$ cat config.mk
export PLATFORM = sky130hd
export DESIGN_NAME = intx_agg
export DESIGN_NICKNAME = d
export VERILOG_FILES = /design/src/rtl/intx_agg_pkg.sv /design/src/rtl/intx_pend_bank.sv /design/src/rtl/intx_sel_regs.sv /design/src/rtl/intx_line_merge.sv /design/src/rtl/intx_agg.sv
export SDC_FILE = /design/constraint.sdc
export NUM_CORES = 1
export LEC_CHECK = 0
export BUFFER_PORTS_ARGS = -buffer_cell sky130_fd_sc_hd__buf_2
export CORE_UTILIZATION = 47
export DETAILED_ROUTE_END_ITERATION = 10
export GPL_TIMING_DRIVEN = 0
export PLACE_DENSITY = 0.75
export SLEW_MARGIN = 20
export SYNTH_ARGS = -nofsm -noshare
export SYNTH_HDL_FRONTEND = slang
export SYNTH_HIERARCHICAL = 1
export SYNTH_SLANG_ARGS = --single-unit
$ cat constraint.sdc
create_clock -name clk -period 1.65 [get_ports clk]
set_input_delay 0.0825 -clock clk [delete_from_list [all_inputs] [get_ports clk]]
set_output_delay 0.0825 -clock clk [all_outputs]
set_load 0.1 [all_outputs]
$ cat src/rtl/intx_agg_pkg.sv
package intx_agg_pkg;

    localparam int LINES = 4;
    localparam int SEL_W = 3;

    typedef enum logic [SEL_W-1:0] {
        PIN_NONE = 3'd0,
        PIN_A    = 3'd1,
        PIN_B    = 3'd2,
        PIN_C    = 3'd3,
        PIN_D    = 3'd4
    } pin_sel_e;

    typedef logic [LINES-1:0] line_vec_t;

    // Open-drain pin: enable low pulls the wire, data stays low.
    typedef struct packed {
        logic oe_n;
        logic dout;
    } od_pin_t;

    // Map a pin-select code to a one-hot line vector; reserved codes map to nothing.
    function automatic line_vec_t pin_to_line(input logic [SEL_W-1:0] code,
                                              input logic only_a);
        line_vec_t v;
        case (code)
            PIN_A:   v = 4'b0001;
            PIN_B:   v = 4'b0010;
            PIN_C:   v = 4'b0100;
            PIN_D:   v = 4'b1000;
            default: v = 4'b0000;
        endcase
        if (only_a) v = v & 4'b0001;
        return v;
    endfunction

endpackage

$ cat src/rtl/intx_pend_bank.sv
module intx_pend_bank #(
    parameter int NUM_FUNC = 4
) (
    input  logic                clk,
    input  logic                rst,
    input  logic [NUM_FUNC-1:0] evt,
    input  logic                clr_we,
    input  logic [NUM_FUNC-1:0] clr_mask,
    output logic [NUM_FUNC-1:0] pend
);
    logic [NUM_FUNC-1:0] pend_q;

    for (genvar f = 0; f < NUM_FUNC; f++) begin : g_flag
        logic clr_hit;
        assign clr_hit = clr_we & clr_mask[f];
        always_ff @(posedge clk) begin
            if (rst)
                pend_q[f] <= 1'b0;
            else if (evt[f])
                pend_q[f] <= 1'b1;     // a new event beats a simultaneous clear
            else if (clr_hit)
                pend_q[f] <= 1'b0;
        end
    end

    assign pend = pend_q;
endmodule

$ cat src/rtl/intx_sel_regs.sv
module intx_sel_regs
    import intx_agg_pkg::*;
#(
    parameter int NUM_FUNC = 4,
    parameter int IDX_W    = 2
) (
    input  logic                           clk,
    input  logic                           rst,
    input  logic                           sel_we,
    input  logic [IDX_W-1:0]               sel_idx,
    input  logic [SEL_W-1:0]               sel_data,
    output logic [NUM_FUNC-1:0][SEL_W-1:0] sel
);
    logic [NUM_FUNC-1:0][SEL_W-1:0] sel_q;

    for (genvar f = 0; f < NUM_FUNC; f++) begin : g_reg
        logic hit;
        assign hit = sel_we && (sel_idx == IDX_W'(f));
        always_ff @(posedge clk) begin
            if (rst)
                sel_q[f] <= PIN_NONE;
            else if (hit)
                sel_q[f] <= sel_data;
        end
    end

    assign sel = sel_q;
endmodule

$ cat src/rtl/intx_line_merge.sv
module intx_line_merge
    import intx_agg_pkg::*;
#(
    parameter int NUM_FUNC = 4
) (
    input  logic [NUM_FUNC-1:0]            pend,
    input  logic [NUM_FUNC-1:0][SEL_W-1:0] sel,
    output logic [LINES-1:0]               line_oe_n,
    output logic [LINES-1:0]               line_dout
);
    localparam logic ONLY_A = (NUM_FUNC == 1);

    line_vec_t contrib [NUM_FUNC];
    line_vec_t req;
    od_pin_t   pins [LINES];

    for (genvar f = 0; f < NUM_FUNC; f++) begin : g_fn
        assign contrib[f] = pin_to_line(sel[f], ONLY_A) & {LINES{pend[f]}};
    end

    always_comb begin
        req = '0;
        for (int f = 0; f < NUM_FUNC; f++) req = req | contrib[f];
    end

    for (genvar l = 0; l < LINES; l++) begin : g_pin
        assign pins[l].oe_n = ~req[l];
        assign pins[l].dout = 1'b0;
        assign line_oe_n[l] = pins[l].oe_n;
        assign line_dout[l] = pins[l].dout;
    end
endmodule

$ cat src/rtl/intx_agg.sv
module intx_agg
    import intx_agg_pkg::*;
#(
    parameter int NUM_FUNC = 4,
    parameter int IDX_W    = (NUM_FUNC > 1) ? $clog2(NUM_FUNC) : 1
) (
    input  logic                clk,
    input  logic                rst,
    input  logic [NUM_FUNC-1:0] evt,
    input  logic                clr_we,
    input  logic [NUM_FUNC-1:0] clr_mask,
    input  logic                sel_we,
    input  logic [IDX_W-1:0]    sel_idx,
    input  logic [SEL_W-1:0]    sel_data,
    output logic [NUM_FUNC-1:0] pend_status,
    output logic [LINES-1:0]    line_oe_n,
    output logic [LINES-1:0]    line_dout
);
    logic [NUM_FUNC-1:0]            pend;
    logic [NUM_FUNC-1:0][SEL_W-1:0] sel;

    intx_pend_bank #(.NUM_FUNC(NUM_FUNC)) u_pend (
        .clk(clk), .rst(rst), .evt(evt),
        .clr_we(clr_we), .clr_mask(clr_mask), .pend(pend)
    );

    intx_sel_regs #(.NUM_FUNC(NUM_FUNC), .IDX_W(IDX_W)) u_sel (
        .clk(clk), .rst(rst), .sel_we(sel_we), .sel_idx(sel_idx),
        .sel_data(sel_data), .sel(sel)
    );

    intx_line_merge #(.NUM_FUNC(NUM_FUNC)) u_merge (
        .pend(pend), .sel(sel), .line_oe_n(line_oe_n), .line_dout(line_dout)
    );

    assign pend_status = pend;
endmodule

==> flow_summary.ini <==
[setup_path]
reg2reg_slack_ns = 0.83
endpoint_kind = output port
reg2regPathDepth = 3
worstSetupStartpointType = register
crit_fanout = 4
worstPathArrival_ns = 1.55
worstSetupPathType = register to output port
r2r-end = u_pend/pend[3]
worstPathRequired_ns = 1.57
reg2reg_from = u_pend/pend[3]

[yosys]
syn_avg_cell_area_um2 = 9.638
ys_warn_count = 6
yosysSeqAreaShare_pct = 36.52
synthCells = 91
synthDistinctLibCells = 21
synth.cell_area_um2 = 877.1
ys_ff_latch = 16

[timing]
layout_setup_ws_ns = 0.01322
post-route-period-util_pct = 99.20
tightest_slew_ns = 0.5981
period_minus_slack_ns = 1.637
fin_skew_ns = 0
rsz0062_at_grt = yes
fmax_ghz = 0.6110
tns_ns = 0
slew_viol_final = 0
hold_viol = 0
slew_headroom_pct = 59.58
setup_viol = 0

[finish]
num_antenna_cells = 0
drive_gt1_share_pct = 45.38
final_area_um2 = 1256
final_nets = 148
fin_util_pct = 71.97
fillers = 128
instances_no_fill = 155
syn2layout_area_growth_pct = 43.22

[place]
gp_congestion = 0.7566
detailedPlace.worstSlack_ns = 0.06586
place_hpwl_um = 1504
placed_area_um2 = 1090
io_buffers = 24
place_inst = 143

[drt]
vias = 828
ant_nets = 0
totalWireLength_um = 2221
drt_iter0_drc = 11
first_pass_iters = 4
drc_errors = 0
wl_per_cell_um = 14.33
via_per_inst = 5.342

[floorplanning]
die-width_um = 45.20
core_um2 = 1745
start_util_pct = 50.25
fp.dieArea_um2 = 2043
io_pins = 29
std_cell_rows = 15
dieHeight_um = 45.20

[status]
outcome = completed

[clock_tree]
cts_buffers = 3
cts_tree = yes
cts_buffer_depth = 2
clockRootBuffer = clkbuf_4
clock_sinks = 16
clkTransAtPathRegs_ns = 0.10
htreeDepth = 1
clk_latency_ns = 0.28

[global_route]
grt_pass1_vias = 722
overflow = 0
grt_max_degree = 11
track_usage_pct = 23.35
grt_pass1_wl_um = 3318
grt_antenna_before_repair = 0

[pwr]
power_density_nw_per_um2 = 749.9
p_leak_uw = 0.0005805
ir_drop_mv = 0.5948

[hold_path]
worstHoldEndpoint = u_pend/pend[1]
hp-class = input pin to register
min_from = evt[1]
worstHoldPathCells = 3

[job]
cap_violations = 0
==> registers in the layout (all words and copies together) (netlist names) <==
| register | flops |
|---|---|
| u_sel/sel | 12 |
| u_pend/pend | 4 |
==> stage by stage <==
step	hold slack, ns	power, uW
2_1_floorplan	0.1508	613.0
3_3_place_gp	0.2723	658.1
3_5_place_dp	0.2824	664.1
4_1_cts	0.03095	953.0
5_1_grt	0.04399	987.9
6_report	0.04525	942.0
==> power breakdown <==
part           switching (uW)  total, uW  leakage (uW)  internal, uW
clock network             128        262     0.0000210           134
registers                20.5        420      0.000139           400
logic                     175        259      0.000421          84.1
==> how the worst max path moves through the flow <==
stage                              start           end  slack (ns)  cells after the start
after floorplan           u_pend/pend[0]  line_oe_n[3]       -0.13                      3
after global placement      u_sel/sel[5]  line_oe_n[1]        0.07                      4
final                       u_sel/sel[5]  line_oe_n[1]        0.01                      4
after global routing        u_sel/sel[0]  line_oe_n[1]       -0.05                      4
after CTS                  u_sel/sel[10]  line_oe_n[0]       0.003                      4
after detailed placement    u_sel/sel[8]  line_oe_n[0]        0.07                      4
==> area by class of cell <==
type                            instances  area [um2]  area share, %
Buffer                                  5       35.03          2.789
Sequential cell                        16       357.8          28.49
Clock buffer                            4       36.28          2.888
Tap cell                               25       31.28          2.490
Multi-Input combinational cell         69       558.0          44.42
Timing Repair Buffer                   32       222.7          17.73
Inverter                                4       15.01          1.195
==> routing by layer <==
layer / vias up / global-route usage, % / wire (um)
li1: 404 / - / -
met1: 393 / 29.70 / 953
met2: 25 / 36.81 / 1130
met3: 6 / 6.000 / 86
met4: 0 / 10.91 / 51
met5: - / 0 / 0
==> worst max-delay path, cell delays in order, from the launching register on <==
cell      delay, ns
dfxtp_2        0.36
and4bb_1       0.22
or3_4          0.39
nor2_4         0.12
buf_12         0.18
==> kinds of logic (layout without fill, tap and decap cells) <==
group                  count (synthesis)  after routing  share of synthesized area (%)
AND/OR/NAND/NOR                       49             49                          39.66
buffers and inverters                  9             45                          5.705
multiplexers                          12             12                          13.70
other                                  1              4                         0.4275
AO/OA/AOI/OAI                          4              4                          3.994
flip-flops                            16             16                          36.52
==> cells in the mapped netlist <==
cell type	instances	area, um2
nand4b_1	4	35.03
nand2b_1	15	93.84
and4bb_2	2	25.02
clkbuf_2	1	5.000
buf_4	4	30.03
inv_1	4	15.01
a311oi_1	4	35.03
nor3_1	4	20.02
conb_1	1	3.750
nand3b_1	2	15.01
nor4_1	1	6.260
or3_1	2	12.51
nor2_1	6	22.52
and4_1	1	8.760
and4bb_1	4	50.05
mux2i_1	12	120.1
dfxtp_1	16	320.3
nor3b_4	1	18.77
nor4bb_1	2	20.02
nand3_1	1	5.000
nand2_1	4	15.01
==> placed cells by master (no fill, tap or decap), types with 6 or more instances in the layout <==
| cell | instances |
|---|---|
| buf_2 | 21 |
| buf_4 | 8 |
| dfxtp_2 | 6 |
| dfxtp_4 | 8 |
| mux2i_1 | 12 |
| nand2b_1 | 15 |
==> what timing repair did <==
item	in CTS	in global routing
buffers inserted	4	0
resized for setup	19	5
hold buffers	4	0
pin swaps	0	2
endpoints found under the hold margin	4	0
endpoints found under the setup margin	2	3
No activity file was read; power rests on OpenSTA's default activity.
